File: src/rtl/rr_irq_pkg.sv
// Package: shared types for the round-robin interrupt selector.
// Assumes nothing beyond a two-bit write operation field.
package rr_irq_pkg;

    typedef enum logic [1:0] {
        MASK_REPLACE = 2'd0,
        MASK_SET     = 2'd1,
        MASK_CLEAR   = 2'd2,
        MASK_HOLD    = 2'd3
    } mask_op_e;

endpackage

File: src/rtl/rr_irq_mask_reg.sv
// Module: enable mask register, one flop per source with its own update rule.
// Assumes a synchronous active-low reset; the operand selects which bits an
// operation touches, so untouched bits always keep their value.
module rr_irq_mask_reg
    import rr_irq_pkg::*;
#(
    parameter int NUM_SRC = 32
) (
    input  logic               clk,
    input  logic               rst_n,
    input  logic               wr_en,
    input  logic [1:0]         wr_op,
    input  logic [NUM_SRC-1:0] wr_data,
    output logic [NUM_SRC-1:0] mask
);

    mask_op_e op;
    assign op = mask_op_e'(wr_op);

    for (genvar b = 0; b < NUM_SRC; b++) begin : g_bit
        logic nxt;

        // Purpose: next value of this mask bit for the requested operation.
        always_comb begin
            nxt = mask[b];
            if (wr_en) begin
                unique case (op)
                    MASK_REPLACE: nxt = wr_data[b];
                    MASK_SET:     nxt = mask[b] | wr_data[b];
                    MASK_CLEAR:   nxt = mask[b] & ~wr_data[b];
                    default:      nxt = mask[b];
                endcase
            end
        end

        // Purpose: hold this mask bit, cleared by reset.
        always_ff @(posedge clk) begin
            if (!rst_n) mask[b] <= 1'b0;
            else        mask[b] <= nxt;
        end
    end

endmodule

File: src/rtl/rr_irq_search.sv
// Module: combinational rotating search over the pending vector.
// Rotates the pending vector so the pointer position lands at bit 0, finds
// the lowest set bit, and adds the pointer back modulo NUM_SRC.
// Assumes ptr < NUM_SRC.
module rr_irq_search #(
    parameter int NUM_SRC = 32,
    parameter int IDX_W   = $clog2(NUM_SRC)
) (
    input  logic [NUM_SRC-1:0] pend,
    input  logic [IDX_W-1:0]   ptr,
    output logic               found,
    output logic [IDX_W-1:0]   idx
);

    localparam int SUM_W = IDX_W + 1;

    logic [2*NUM_SRC-1:0] doubled;
    logic [2*NUM_SRC-1:0] shifted;
    logic [NUM_SRC-1:0]   rotated;
    logic [IDX_W-1:0]     offset;
    logic [SUM_W-1:0]     sum;

    assign doubled = {pend, pend};
    assign shifted = doubled >> ptr;
    assign rotated = shifted[NUM_SRC-1:0];
    assign found   = |pend;

    // Purpose: lowest set position of the rotated vector.
    always_comb begin
        offset = '0;
        for (int k = NUM_SRC - 1; k >= 0; k--) begin
            if (rotated[k]) offset = IDX_W'(k);
        end
    end

    // Purpose: map the offset back to an absolute index, wrapping at NUM_SRC.
    always_comb begin
        sum = SUM_W'(ptr) + SUM_W'(offset);
        if (sum >= SUM_W'(NUM_SRC)) sum = sum - SUM_W'(NUM_SRC);
        idx = sum[IDX_W-1:0];
    end

endmodule

File: src/rtl/rr_irq_selector.sv
// Module: top of the round-robin interrupt selector.
// Registers raw status, gates it with the mask, drives the summary request,
// and on a claim returns one pending index one cycle later while advancing
// the rotating pointer just past it. Assumes synchronous active-low reset.
module rr_irq_selector #(
    parameter int NUM_SRC = 32,
    parameter int IDX_W   = $clog2(NUM_SRC)
) (
    input  logic               clk,
    input  logic               rst_n,
    input  logic [NUM_SRC-1:0] src_status,
    input  logic               mask_wr_en,
    input  logic [1:0]         mask_wr_op,
    input  logic [NUM_SRC-1:0] mask_wr_data,
    output logic [NUM_SRC-1:0] mask_rd_data,
    input  logic               claim,
    output logic               irq_req,
    output logic               claim_valid,
    output logic [IDX_W-1:0]   claim_idx
);

    logic [NUM_SRC-1:0] status_q;
    logic [NUM_SRC-1:0] mask_q;
    logic [NUM_SRC-1:0] pend_vec;
    logic [IDX_W-1:0]   ptr_q;
    logic               hit;
    logic [IDX_W-1:0]   hit_idx;
    logic [IDX_W-1:0]   ptr_nxt;

    rr_irq_mask_reg #(.NUM_SRC(NUM_SRC)) u_mask (
        .clk     (clk),
        .rst_n   (rst_n),
        .wr_en   (mask_wr_en),
        .wr_op   (mask_wr_op),
        .wr_data (mask_wr_data),
        .mask    (mask_q)
    );

    rr_irq_search #(.NUM_SRC(NUM_SRC), .IDX_W(IDX_W)) u_search (
        .pend  (pend_vec),
        .ptr   (ptr_q),
        .found (hit),
        .idx   (hit_idx)
    );

    // Purpose: capture raw status once per clock.
    always_ff @(posedge clk) begin
        if (!rst_n) status_q <= '0;
        else        status_q <= src_status;
    end

    assign pend_vec     = status_q & mask_q;
    assign irq_req      = |pend_vec;
    assign mask_rd_data = mask_q;

    // Purpose: pointer value one past the selected index, wrapping.
    always_comb begin
        if (hit_idx == IDX_W'(NUM_SRC - 1)) ptr_nxt = '0;
        else                                ptr_nxt = hit_idx + IDX_W'(1);
    end

    // Purpose: register the claim result and advance the pointer on a hit.
    always_ff @(posedge clk) begin
        if (!rst_n) begin
            ptr_q       <= '0;
            claim_valid <= 1'b0;
            claim_idx   <= '0;
        end else begin
            claim_valid <= claim & hit;
            if (claim && hit) begin
                claim_idx <= hit_idx;
                ptr_q     <= ptr_nxt;
            end
        end
    end

endmodule

File: config.mk
export PLATFORM = sky130hd
export DESIGN_NAME = rr_irq_selector
export DESIGN_NICKNAME = d
export VERILOG_FILES = /design/src/rtl/rr_irq_pkg.sv /design/src/rtl/rr_irq_mask_reg.sv /design/src/rtl/rr_irq_search.sv /design/src/rtl/rr_irq_selector.sv
export SDC_FILE = /design/constraint.sdc
export NUM_CORES = 1
export LEC_CHECK = 0
export CELL_PAD_IN_SITES_DETAIL_PLACEMENT = 0
export CELL_PAD_IN_SITES_GLOBAL_PLACEMENT = 1
export CORE_ASPECT_RATIO = 0.75
export CORE_MARGIN = 2
export CORE_UTILIZATION = 35
export CTS_BUF_LIST = sky130_fd_sc_hd__clkbuf_4
export DETAILED_ROUTE_END_ITERATION = 10
export PLACE_DENSITY = 0.75
export SLEW_MARGIN = 20
export SYNTH_ARGS = -nofsm -noshare
export SYNTH_HDL_FRONTEND = slang
export SYNTH_HIERARCHICAL = 1
export SYNTH_SLANG_ARGS = --single-unit
File: constraint.sdc
create_clock -name clk -period 7.5 [get_ports clk]
set_clock_uncertainty 0.2 [all_clocks]
set_input_delay 0.75 -clock clk [delete_from_list [all_inputs] [get_ports clk]]
set_output_delay 0.75 -clock clk [all_outputs]
set_load 0.05 [all_outputs]
# ---- Word-level counts from Yosys, hierarchy flattened
# Cells that the tools add are included.
dict set report totals {
  regBits 75
  output_inout_bits 39
}
dict set report classes {
  addsub 3
  order_cmp 1
  eq_ne 3
  shifts 1
  muxes 66
  n_bitwise 98
  n_reduce_logical 5
}
# cell n
set op_table {}
lappend op_table {{$mux W5} 34}
lappend op_table {{$pmux W1 S3} 32}
lappend op_table {{$shr A64 B5 Y32} 1}
lappend op_table {{$and A1 B1 Y1} 33}
lappend op_table {{$and A32 B32 Y32} 1}
lappend op_table {{$not A1 Y1} 32}
lappend op_table {{$or A1 B1 Y1} 32}
lappend op_table {{$reduce_or A32 Y1} 1}
lappend op_table {{$add A5 B5 Y6} 1}
lappend op_table {{$ge A6 B6 Y1 const B} 1}
lappend op_table {{$add A5 B1 Y5 const B} 1}
lappend op_table {{$eq A5 B5 Y1 const B} 1}
lappend op_table {{$sub A5 B1 Y5 const B} 1}
lappend op_table {{$reduce_bool A3 Y1} 1}
lappend op_table {{$eq A2 B1 Y1 const B} 1}
lappend op_table {{$eq A2 B2 Y1 const B} 1}
lappend op_table {{$logic_not A2 Y1} 1}
lappend op_table {{$reduce_and A2 Y1} 1}
lappend op_table {{$logic_and A1 B1 Y1} 1}

# ---- Longest topological paths before layout
# Gate-level depths: netlist of run 1.
dict set report depth {
  depth_word 39
  depth_mapped 24
}

# ---- Cells and area by module
# Netlist of run 1, hierarchy kept.
# module n_inst cells_each area_each_um2
set by_module_without_submodules {}
lappend by_module_without_submodules {rr_irq_search 1 354 4076.4}
lappend by_module_without_submodules {rr_irq_mask_reg 1 189 2059.5}
lappend by_module_without_submodules {rr_irq_selector 1 164 1604.0}

# ---- Worst setup path after synthesis of run 1
# No wires, ideal clock.
dict set report synth_timing {
  path_type {reg2reg}
  start {reg ptr_q[2]}
  end {reg ptr_q[3]}
  setup_ps 118
  arrival_ps 4454
  t_required_ps 7182
  slack_ps 2728
  path_stages_with_launch 24
  synth_period_minus_slack_ps 4772
  cell_sequence {dfxtp_1 -> buf_6 -> buf_2 -> buf_2 -> mux4_2 -> mux2_2 -> mux4_2 -> a221oi_1 -> o31ai_1 -> a21oi_1 -> nor2_1 -> o41ai_2 -> ha_1 -> inv_1 -> fa_1 -> inv_1 -> a21o_1 -> a21oi_1 -> xnor2_1 -> xnor2_1 -> ha_1 -> nor2_1 -> a22oi_1 -> nor2b_1}
}
dict set report synth_between {
  elab_chain_cells 38
  elab_cells_between_ends 40
}
# item line
set synth_lines {}
lappend synth_lines {{start: declaration} rr_irq_selector.sv:25} ;# logic [IDX_W-1:0] ptr_q;
lappend synth_lines {{start signal: assignment} rr_irq_selector.sv:72} ;# ptr_q <= ptr_nxt;
lappend synth_lines {{$shr A64 B5 Y32} rr_irq_search.sv:24} ;# assign shifted = doubled >> ptr;
lappend synth_lines {{$mux W5 (32 in a row)} rr_irq_search.sv:32} ;# if (rotated[k]) offset = IDX_W'(k);
lappend synth_lines {{$add A5 B5 Y6 *} rr_irq_search.sv:38} ;# sum = SUM_W'(ptr) + SUM_W'(offset);
lappend synth_lines {{$sub A5 B1 Y5 or $ge A6 B6 Y1 (tied branches)} rr_irq_search.sv:39} ;# if (sum >= SUM_W'(NUM_SRC)) sum = sum - SUM_W'(NUM_SRC);
lappend synth_lines {{$mux W5 *} rr_irq_search.sv:39}
lappend synth_lines {{net hit_idx[4]} rr_irq_selector.sv:27} ;# logic [IDX_W-1:0] hit_idx;
lappend synth_lines {{$eq A5 B5 Y1 *} rr_irq_selector.sv:58} ;# if (hit_idx == IDX_W'(NUM_SRC - 1)) ptr_nxt = '0;
lappend synth_lines {{$mux W5 *} rr_irq_selector.sv:58}
# Mark *: on every way through the listed nets, which the timed path passes. The rest lies on a longest branch.
# A chain may end at the register's enable or synchronous reset.

# ---- Final worst setup path of run 1
dict set report layout_timing {
  start {reg ptr_q[3]}
  end {reg ptr_q[3]}
}
# Same word-level chain as after synthesis.

==> results of run 1 <==
==> state kept, by name, indices dropped and copies added (netlist names) <==
name,flops
ptr_q,5
status_q,32
u_mask/mask,32
claim_valid,1
claim_idx,5
==> area by class of cell <==
type	count	area, um^2	share of cell area
Tap cell	294	368	0.0409
Timing Repair Buffer	120	1170	0.130
Sequential cell	75	1510	0.167
Clock buffer	9	67.6	0.00751
Multi-Input combinational cell	559	5770	0.641
Inverter	14	52.6	0.00584
Clock inverter	7	70.1	0.00778
==> worst register-to-register path, cell delays in order (launching register included) <==
cell and delay, ns:
dfxtp_2 1.02, buf_4 0.46, mux4_2 0.44, mux2_4 0.31
mux4_2 0.49, a211oi_2 0.28, o311ai_1 0.22, a21o_1 0.22
a211o_1 0.26, o211ai_1 0.17, fa_1 0.27, inv_1 0.05
a21o_1 0.16, a21oi_1 0.16, xnor2_1 0.10, xnor2_1 0.24
ha_1 0.21, nor2_1 0.06, a22oi_1 0.19, nor2b_1 0.07
==> cells in the final DEF (no fill, tap or decap), types with 10 or more instances in the layout <==
cell type / instances
or2_2: 10
clkdlybuf4s50_1: 108
buf_4: 12
a21oi_1: 39
dfxtp_1: 72
mux4_1: 11
mux2i_1: 41
o22ai_2: 30
and2_1: 65
nor2b_1: 20
a211oi_2: 33
o22ai_1: 13
and2b_1: 21
mux4_2: 76
nand3_1: 11
inv_1: 11
nand2_1: 28
mux2_2: 32
nor2_1: 14
==> routing by layer <==
metal / routed length (um) / part of all wire
met1: 10600 / 0.45
met4: 465 / 0.020
met5: 0 / 0
met3: 2690 / 0.11
met2: 9860 / 0.42
==> cell usage after synthesis, types with 7 or more instances <==
cell type | count | share of area
mux2i_1 | 41 | 0.053
buf_6 | 11 | 0.016
o22ai_1 | 13 | 0.011
nand3_1 | 11 | 0.0071
nor2b_1 | 20 | 0.016
and2_1 | 65 | 0.053
nand2_1 | 28 | 0.014
nor4_1 | 9 | 0.0073
clkbuf_1 | 17 | 0.0082
or4_1 | 9 | 0.0087
o221ai_1 | 7 | 0.0079
dfxtp_1 | 75 | 0.19
and2b_1 | 21 | 0.020
ha_1 | 9 | 0.015
a21boi_0 | 7 | 0.0068
inv_1 | 11 | 0.0053
mux2_2 | 32 | 0.047
buf_2 | 18 | 0.012
nor2_1 | 14 | 0.0068
a211oi_2 | 33 | 0.053
o22ai_2 | 30 | 0.048
mux4_2 | 76 | 0.22
or2_2 | 10 | 0.0081
mux4_1 | 11 | 0.037
a21oi_1 | 39 | 0.025
==> stage by stage <==
stage,instances,utilization,cell area (um^2),setup slack [ns],hold WS [ns]
final,1078,0.412,9000,1.84,0.272
after detailed placement,1062,0.405,8860,1.93,0.260
after floorplan,707,-,7740,2.73,0.240
after global routing,1078,0.412,9000,1.43,0.307
after global placement,1062,0.405,8860,1.88,0.262
after CTS,1078,0.411,9000,1.88,0.280
==> how the worst min path moves through the flow <==
stage                         startpoint                        end
6_report       claim_idx[0]$_SDFFE_PN0P_  claim_idx[0]$_SDFFE_PN0P_
5_1_grt        claim_idx[4]$_SDFFE_PN0P_  claim_idx[4]$_SDFFE_PN0P_
4_1_cts        claim_idx[0]$_SDFFE_PN0P_  claim_idx[0]$_SDFFE_PN0P_
3_5_place_dp   claim_idx[3]$_SDFFE_PN0P_  claim_idx[3]$_SDFFE_PN0P_
3_3_place_gp   claim_idx[0]$_SDFFE_PN0P_  claim_idx[0]$_SDFFE_PN0P_
2_1_floorplan      ptr_q[4]$_SDFFE_PN0P_      ptr_q[4]$_SDFFE_PN0P_
==> cell families after synthesis <==
kind of cell | count (synthesis) | share of synthesized area
fa+ha+maj | 10 | 0.0171
simple gates | 208 | 0.160
flops | 75 | 0.194
xor+xnor | 6 | 0.00679
mux | 161 | 0.360
buf+inv | 73 | 0.0618
compound gates | 174 | 0.200
==> power by group through the flow <==
stage / logic [uW] / clock network, uW / registers [uW]
6_report: 1640 / 260 / 525
5_1_grt: 1790 / 282 / 538
4_1_cts: 1630 / 266 / 527
3_5_place_dp: 1620 / 0 / 536
3_3_place_gp: 1630 / 0 / 535
2_1_floorplan: 1300 / 0 / 542
==> results.md, run 1 <==
* Status: finished, final reports clean
* Worst path depth at 19
* Max Root-Sink Buffers at 2
* Antenna Nets Post-Route at 0
* #FFs+latches synth at 75
* TritonCTS buffer count at 9
* Final Max Slew Viols at 0
* GRT Residual Overflow at 0
* Post-Synthesis Cells at 707
* Core area at ~0.022 mm^2
* Htree depth at 3
* NetSw at 1180 uW
* Synth warn at 6
* Power Density at about 270 mW/mm^2
* CP cell instances: buf_4 -> mux4_2 -> mux2_4 -> mux4_2 -> a211oi_2 -> o311ai_1 -> a21o_1 -> a211o_1 -> o211ai_1 -> fa_1 -> inv_1 -> a21o_1 -> a21oi_1 -> xnor2_1 -> xnor2_1 -> ha_1 -> nor2_1 -> a22oi_1 -> nor2b_1
* Drt total wl at between 20000 and 25000 um
* Synth async-reset ratio at 0
* Die Y at roughly 130 um
* GRT Total Usage at 0.208
* Fill cells at 2098
* Worst R2R Path Depth at 19
* Reg2reg setup slack at 1.84 ns
* Crit path max-delay family: compound AO/OA/AOI/OAI gates
* Sw Share at 0.484
* DR pass1 iterations at 5
* TNS Setup at 0 ns
* Power share of the clock group at 0.107
* First-pass GRT wire length at 37700 um
* Syn Area/Cell at 10.9 um^2
* Setup crit end: ptr_q[3]$_SDFFE_PN0P_
* Pin count of the biggest net entering global routing at 65
* Design Power at between 2000 and 2500 uW
* CP Class: register to register
* Final min period at 5.66 ns
* Leakage at 0.00332 uW
* Worst ir drop on vdd at 0.179 mV
* Hpwl dp at approximately 17000 um
* Hold depth at 2
* Met3 usage at 0.0690
* Reg2reg start: ptr_q[3]$_SDFFE_PN0P_
* Layout cell share with drive strength beyond 1 at 0.287
* GPL Wtd Cong at 0.876
* Post-synth EDFFs at 0
* Reg2reg end: ptr_q[3]$_SDFFE_PN0P_
* Synth cell types at 68
* Largest stage delay on the critical path at 1.02 ns
* Fmax achieved at 0.177 GHz
* Crit Path Max Fanout at between 40 and 50
* CTS Hold Buffers Added at 0
* CTS clk-pin slew, worst paths at 0.17 ns
* Worst Path Required at 7.71 ns
* Max Cap Viol at 0
* Residual DRC at 0
* Worst Path Buf+Inv at 2
* Num Clock Sinks at 75
* Post-Syn Area at 0.00774 mm^2
* CTS tree: done
* Critical Path Sink Type: register
* Vias per inst at roughly 6.1
* Worst Setup Start Kind: register
* Register area share after synthesis at 0.194
* Critical path origin: ptr_q[3]$_SDFFE_PN0P_
* Die area at about 0.023 mm^2
* GRT met2 Usage at 0.291
* Post-CTS Setup Inserts at 0
* Seq pwr share at 0.216
* Crit-path slowest cell: dfxtp_2
* Main flop type after synthesis: dfxtp_1
* Vias in the first global route at 6449
* Initial core utilization at 0.354
* Final nets at roughly 860
* Clk_lat worst skew at 0.49 ns
* Chip width at 176 um
* Logic gate share of total power at 0.677
* Met1 Use GR at 0.304
* HP Class: register to register
* Syn-to-layout area delta at 16.3%
* Final worst-path cycle share at 0.754
* PostCTS Resize Cnt at 0
* RSZ-0062 raised after global routing: false
* Net Count, Synth at 787
* Root Buffer: clkbuf_4
* DRT iter0 DRCs at 815
* Hold Fails Final Rpt at 0
* Port-buffer cells at ~110
* Final setup vio count at 0
* Routed len/inst at 21.9 um
* Max-slew headroom at 0.332
* DR vias at roughly 6600
* Num rows at 47
* Worst Max-Slew Pin Slew at 1.00 ns
* Internal cell power at 1250 uW
* Initial antenna violation count at 0
* Global route hottest layer: met1
* Diode count at 0
* I/O Pins at around 110
* CP arrival at a little under 6 ns
(Power assumes the default switching activity.)
==> run 2, diff against run 1 <==
==> constraint.sdc (replaced) <==
create_clock -name clk -period 5.5 [get_ports clk]
set_clock_uncertainty 0.2 [all_clocks]
set_input_delay 0.55 -clock clk [delete_from_list [all_inputs] [get_ports clk]]
set_output_delay 0.55 -clock clk [all_outputs]
set_load 0.05 [all_outputs]
==> run 2 against run 1 <==
Effect of this change:
- global-route usage about the same
- highest routed layer unchanged
- critical path depth rose by 2
- wire length grew 2.8%
- design area up 3.9%
- worst hold slack improved by 0.019 ns
- sequential cell count is the same
- critical endpoint is now ptr_q[2]$_SDFFE_PN0P_
- sequential power is 30% higher
- via count grew 2.4%
- die area unchanged
- fmax is 8.1% higher
==> results.md, run 2 (synthesis gave the netlist of run 1 again) <==
* Final setup vio count at 0 (unchanged)
* GRT met2 Usage at 0.295 (+0.00372)
* Core area at 0.0219 mm^2 (unchanged)
* Largest regs: status_q: 32 flops, u_mask/mask: 32 flops
* Routed len/inst at 22.0 um (+0.37%)
* Vias in the first global route at 6482 (+0.51%)
* Reg2reg end: ptr_q[2]$_SDFFE_PN0P_
* Max Root-Sink Buffers at 2 (unchanged)
* Final Max Slew Viols at 0 (unchanged)
* Syn-to-layout area delta at 20.9%
* Status: finished, final reports clean
* Vias per inst at 6.08 (about the same)
* Port-buffer cells at 108 (unchanged)
* Pin count of the biggest net entering global routing at 43 (-34%)
* Worst R2R Path Depth at 21 (+2)
* DR vias at 6708 (+2.4%)
* GPL Wtd Cong at 0.894 (+2.0%)
* HP Class: register to register
* Antenna Nets Post-Route at 0 (unchanged)
* TritonCTS buffer count at 9 (unchanged)
* Crit Path Max Fanout at 6 (-86%)
* Commonest non-fill, non-tap cells in the layout: clkdlybuf4s50_1 (108), mux4_2 (77), dfxtp_1 (70)
* Final min period at 5.23 ns (-0.425 ns)
* Setup crit end: ptr_q[2]$_SDFFE_PN0P_
* Initial core utilization at 0.354 (unchanged)
* CP Class: register to register
* Clk_lat worst skew at 0.46 ns (-0.03 ns)
* Reg2reg start: u_mask/mask[10]$_SDFFE_PN0P_
* Num Clock Sinks at 75 (unchanged)
* Leakage at 0.00351 uW (+5.7%)
* Reg2reg setup slack at 0.27 ns (-1.58 ns)
* Critical Path Sink Type: register
* Final worst-path cycle share at 0.951 (+0.197)
* Drt total wl at 24300 um (+2.8%)
* TNS Setup at 0 ns (unchanged)
* CP arrival at 5.39 ns (-0.47 ns)
* Initial antenna violation count at 1 (+1)
* Diode count at 0 (unchanged)
* First-pass GRT wire length at 38100 um (+1.0%)
* Power Density at 387 mW/mm^2 (+43%)
* Die Y at 133 um (unchanged)
* CTS Hold Buffers Added at 0 (unchanged)
* Layout cell share with drive strength beyond 1 at 0.347 (+0.0599)
* Met1 Use GR at 0.317 (+0.0134)
* Hpwl dp at 17700 um (+5.8%)
* Critical path origin: u_mask/mask[10]$_SDFFE_PN0P_
* Worst ir drop on vdd at 0.308 mV (+72%)
* Hold_ws at 0.291 ns (+0.0188 ns)
* Htree depth at 3 (unchanged)
* Most common cell after layout, fill and taps aside: clkdlybuf4s50_1
* CTS tree: done
* Worst Setup Start Kind: register
* GRT Residual Overflow at 0 (unchanged)
* Met3 usage at 0.0589 (-0.0101)
* Final Util at 0.428 (+0.0161)
* Chip width at 176 um (unchanged)
* Root Buffer: clkbuf_4
* Residual DRC at 0 (unchanged)
* Worst Path Required at 5.65 ns (-2.06 ns)
* GRT Total Usage at 0.209 (+0.000483)
* Num rows at 47 (unchanged)
* I/O Pins at 109 (unchanged)
* Max Cap Viol at 0 (unchanged)
* DR pass1 iterations at 6 (+1)
* Worst Max-Slew Pin Slew at 1.03 ns (+0.0294 ns)
* Max-slew headroom at 0.312 (-0.0196)
* Die area at 0.0233 mm^2 (unchanged)
* CTS clk-pin slew, worst paths at 0.13 ns (-0.04 ns)
* Fmax achieved at 0.191 GHz (+8.1%)
* Hold Fails Final Rpt at 0 (unchanged)
* Final nets at 885 (+3.0%)
* Global route hottest layer: met1
* DRT iter0 DRCs at 907 (+11%)
-- run 2: changes by cell type in the layout (fill, tap and decap cells not counted), sizes merged --
cell,before,now
inv,16,15
clkbuf,9,10
clkinvlp,1,0
bufinv,0,2
buf,12,37
-- run 2: worst max-delay path, stage by stage, from the launching register on --
cell	delay, ns
dfxtp_1	0.36
and2_1	0.24
mux4_2	0.54
mux2_2	0.30
mux4_2	0.51
a221oi_1	0.29
o31ai_1	0.14
a21oi_1	0.18
nor2_1	0.10
o41ai_4	0.43
ha_2	0.26
inv_1	0.05
fa_1	0.39
inv_1	0.07
a21o_1	0.10
a21oi_1	0.07
xnor2_1	0.14
xnor2_1	0.26
ha_2	0.22
nor2_1	0.05
a22oi_1	0.15
nor2b_1	0.07
-- run 2: metrics by stage --
| stage | cell area, um^2 | power (uW) | std cells | setup slack, ns |
|---|---|---|---|---|
| detailed placement | 9050 | 3040 | 1082 | 0.211 |
| global route | 9350 | 3860 | 1104 | -0.00000888 |
| CTS | 9220 | 3460 | 1098 | 0.187 |
| global placement | 9050 | 3050 | 1082 | 0.314 |
| finish | 9350 | 3620 | 1104 | 0.269 |
| floorplan | 7740 | 2510 | 707 | 0.728 |
-- run 2: layout make-up --
class	count	area, um^2
Fill cell	2095	12500
Tap cell	294	368
Clock inverter	7	98.8
Sequential cell	75	1520
Inverter	14	52.6
Multi-Input combinational cell	559	5830
Timing Repair Buffer	146	1430
Clock buffer	9	67.6
-- run 2: layer usage --
layer  up-vias  wire length (um)
met3        24              2870
met5         -                 0
li1       3003                 -
met1      3280             10800
met2       401             10400
met4         0               299
-- run 2: power by group --
group          total (uW)  switching [uW]  internal [uW]
sequential            681            72.7            609
clock                 410             222            188
combinational        2530            1350           1180
total                3620            1640           1980
-- run 2: worst min-delay path by stage --
stage | end | cells past startpoint | from | slack, ns
5_1_grt | claim_idx[2]$_SDFFE_PN0P_ | 2 | claim_idx[2]$_SDFFE_PN0P_ | 0.32
2_1_floorplan | ptr_q[4]$_SDFFE_PN0P_ | 2 | ptr_q[4]$_SDFFE_PN0P_ | 0.24
3_3_place_gp | claim_idx[0]$_SDFFE_PN0P_ | 2 | claim_idx[0]$_SDFFE_PN0P_ | 0.27
3_5_place_dp | claim_idx[0]$_SDFFE_PN0P_ | 2 | claim_idx[0]$_SDFFE_PN0P_ | 0.28
4_1_cts | claim_idx[1]$_SDFFE_PN0P_ | 2 | claim_idx[1]$_SDFFE_PN0P_ | 0.30
6_report | claim_idx[4]$_SDFFE_PN0P_ | 2 | claim_idx[4]$_SDFFE_PN0P_ | 0.29
-- run 2: repair_timing --
action | 4_1_cts | 5_1_grt
endpoints found under the setup margin | 0 | 4
buffers inserted | 0 | 5
gates resized for setup | 0 | 48
==> run 3, diff against run 2 <==
--- a/config.mk
+++ b/config.mk
@@ -12,7 +12,7 @@
 export CORE_UTILIZATION = 35
 export CTS_BUF_LIST = sky130_fd_sc_hd__clkbuf_4
 export DETAILED_ROUTE_END_ITERATION = 10
-export PLACE_DENSITY = 0.75
+export PLACE_DENSITY_LB_ADDON = 0.12
 export SLEW_MARGIN = 20
 export SYNTH_ARGS = -nofsm -noshare
 export SYNTH_HDL_FRONTEND = slang
==> run 3 against run 2 <==
Effect of this change:
- non-clock buffer count is 7 higher
- worst hold slack worse by 0.011 ns
- utilization is 0.091 points lower
- fmax is 0.97% lower
- setup slack worse by 0.051 ns
- largest cell class unchanged
- global-route usage is 1.9 points higher
- highest routed layer unchanged
- final cell count is 0.72% higher
- wire length is 9.2% higher
==> results.md, run 3 (synthesis gave the netlist of run 1 again) <==
* TritonCTS buffer count at 9 (unchanged)
* RSZ-0062 raised after global routing: false
* Largest regs: status_q: 32 flops, u_mask/mask: 32 flops
* Cells after DPL at 1090 (+0.74%)
* Hold depth at 2 (unchanged)
* CTS Hold Buffers Added at 0 (unchanged)
* Final setup vio count at 0 (unchanged)
* Commonest non-fill, non-tap cells in the layout: clkdlybuf4s50_1 (108), mux4_2 (77), dfxtp_1 (72)
* Worst ir drop on vdd at 0.287 mV (-6.8%)
* Worst Hold Endpoint: claim_idx[3]$_SDFFE_PN0P_
* Routed len/inst at 23.9 um (+8.4%)
* Pin count of the biggest net entering global routing at 45 (+4.7%)
* Final Max Slew Viols at 0 (unchanged)
* Vias per inst at 6.14 (+1.1%)
* Reg2reg setup slack at 0.22 ns (-0.05 ns)
* Final worst-path cycle share at 0.960 (+0.00932)
* GRT Total Usage at 0.228 (+0.0193)
* Die area at 0.0233 mm^2 (unchanged)
* Drt total wl at 26600 um (+9.2%)
* Syn-to-layout area delta at 20.6%
* DR vias at 6832 (+1.8%)
* Most common cell after layout, fill and taps aside: clkdlybuf4s50_1
* Worst Hold Launch: claim_idx[3]$_SDFFE_PN0P_
* Num rows at 47 (unchanged)
* Worst Max-Slew Pin Slew at 0.699 ns (-0.332 ns)
* DR pass1 iterations at 7 (+1)
* Crit Path Max Fanout at 11 (+5)
* Root Buffer: clkbuf_4
* CP Class: register to register
* GRT Residual Overflow at 0 (unchanged)
* Crit-path slowest cell: mux4_2
* Hold_ws at 0.280 ns (-0.0113 ns)
* Power Density at 381 mW/mm^2 (-1.6%)
* Hold Fails Final Rpt at 0 (unchanged)
* CP cell instances: and2_1 -> mux4_2 -> mux2_2 -> mux4_2 -> a221oi_2 -> o31ai_1 -> a21oi_1 -> nor2_1 -> o41ai_2 -> ha_1 -> inv_1 -> fa_1 -> inv_1 -> a21o_1 -> a21oi_1 -> xnor2_1 -> xnor2_1 -> ha_1 -> nor2_1 -> a22oi_1 -> nor2b_1
* Final Util at 0.427 (-0.000915)
* Port-buffer cells at 108 (unchanged)
* TNS Setup at 0 ns (unchanged)
* Reg2reg start: u_mask/mask[31]$_SDFFE_PN0P_
* Critical Path Sink Type: register
* GPL Wtd Cong at 0.962 (+7.6%)
* Final min period at 5.28 ns (+0.0513 ns)
* Antenna Nets Post-Route at 0 (unchanged)
* Worst Path Required at 5.68 ns (+0.03 ns)
* Residual DRC at 0 (unchanged)
* Fmax achieved at 0.189 GHz (-0.97%)
* Largest stage delay on the critical path at 0.53 ns (about the same)
* Reg2reg end: ptr_q[2]$_SDFFE_PN0P_
* Max Root-Sink Buffers at 2 (unchanged)
* Non-Filler Instances at 1112 (+0.72%)
* Chip width at 176 um (unchanged)
* Status: finished, final reports clean
* Core area at 0.0219 mm^2 (unchanged)
* Final nets at 892 (+0.79%)
* Placed Instance Area at 0.00910 mm^2 (+0.53%)
* Layout cell share with drive strength beyond 1 at 0.332 (-0.0152)
* HP Class: register to register
* Final Instance Area at 0.00933 mm^2 (-0.21%)
* Die Y at 133 um (unchanged)
* CP arrival at 5.46 ns (+0.07 ns)
* Num Clock Sinks at 75 (unchanged)
* Leakage at 0.00352 uW (+0.35%)
* DRT iter0 DRCs at 721 (-21%)
* Max Cap Viol at 0 (unchanged)
* Max-slew headroom at 0.533 (+0.221)
* CTS clk-pin slew, worst paths at 0.16 ns (+0.03 ns)
* Htree depth at 3 (unchanged)
* CTS tree: done
* I/O Pins at 109 (unchanged)
* Initial core utilization at 0.354 (unchanged)
* First-pass GRT wire length at 41100 um (+7.9%)
* Worst R2R Path Depth at 21 (unchanged)
* Initial antenna violation count at 1 (unchanged)
* Hpwl dp at 19700 um (+11%)
* Vias in the first global route at 6839 (+5.5%)
* Clk_lat worst skew at 0.47 ns (about the same)
* Worst Setup Start Kind: register
==> run 3: changes by cell type in the layout (fill, tap and decap cells not counted), sizes merged <==
| cell | delta |
|---|---|
| diode | +1 |
| inv | +2 |
| clkbuf | -1 |
| clkinv | -1 |
| bufinv | -1 |
| buf | +8 |
==> run 3: power by group <==
part	internal [uW]	switching, uW	total, uW
Clock	146	234	380
Sequential	608	92.6	701
Combinational	1160	1310	2470
==> run 3: metrics by stage <==
step | power, uW | setup WS [ns]
2_1_floorplan | 2510 | 0.728
3_3_place_gp | 3100 | 0.258
3_5_place_dp | 3120 | 0.207
4_1_cts | 3510 | 0.179
5_1_grt | 3810 | 0.0315
6_report | 3550 | 0.218
==> run 3: layer usage <==
metal	GRT usage	vias up	share of wire
met5	0	-	0
met3	0.0557	37	0.093
li1	-	3020	-
met1	0.331	3391	0.45
met4	0.0620	0	0.016
met2	0.337	384	0.44
==> run 3: how the worst max path moves through the flow <==
stage / from / end / slack, ns / cells past startpoint
floorplan: ptr_q[2]$_SDFFE_PN0P_ / ptr_q[3]$_SDFFE_PN0P_ / 0.73 / 23
global placement: ptr_q[2]$_SDFFE_PN0P_ / ptr_q[2]$_SDFFE_PN0P_ / 0.26 / 19
detailed placement: ptr_q[2]$_SDFFE_PN0P_ / ptr_q[2]$_SDFFE_PN0P_ / 0.21 / 20
CTS: ptr_q[2]$_SDFFE_PN0P_ / ptr_q[2]$_SDFFE_PN0P_ / 0.18 / 19
global route: u_mask/mask[0]$_SDFFE_PN0P_ / ptr_q[2]$_SDFFE_PN0P_ / 0.03 / 21
finish: u_mask/mask[31]$_SDFFE_PN0P_ / ptr_q[2]$_SDFFE_PN0P_ / 0.22 / 21
==> run 3: area by class of cell <==
class / count / area, um^2
multi-input combinational: 559 / 5790
fill: 2103 / 12500
sequential: 75 / 1510
clock inverter: 7 / 81.3
inverter: 14 / 52.6
antenna: 1 / 2.50
timing repair buffer: 153 / 1460
clock buffer: 9 / 67.6
tap: 294 / 368
==> run 3: timing repair <==
item | CTS | global route
gates resized for setup | 0 | 17
endpoints found under the setup margin | 0 | 5
setup buffers | 0 | 4
==> run 3: worst max-delay path: cells and delay by family (launching register included) <==
family / cells / cell delay (ns)
compound gates: 7 / 1.37
xor+xnor: 2 / 0.39
fa+ha+maj: 3 / 0.85
buf+inv: 2 / 0.12
flops: 1 / 0.35
mux: 3 / 1.36
simple gates: 4 / 0.54
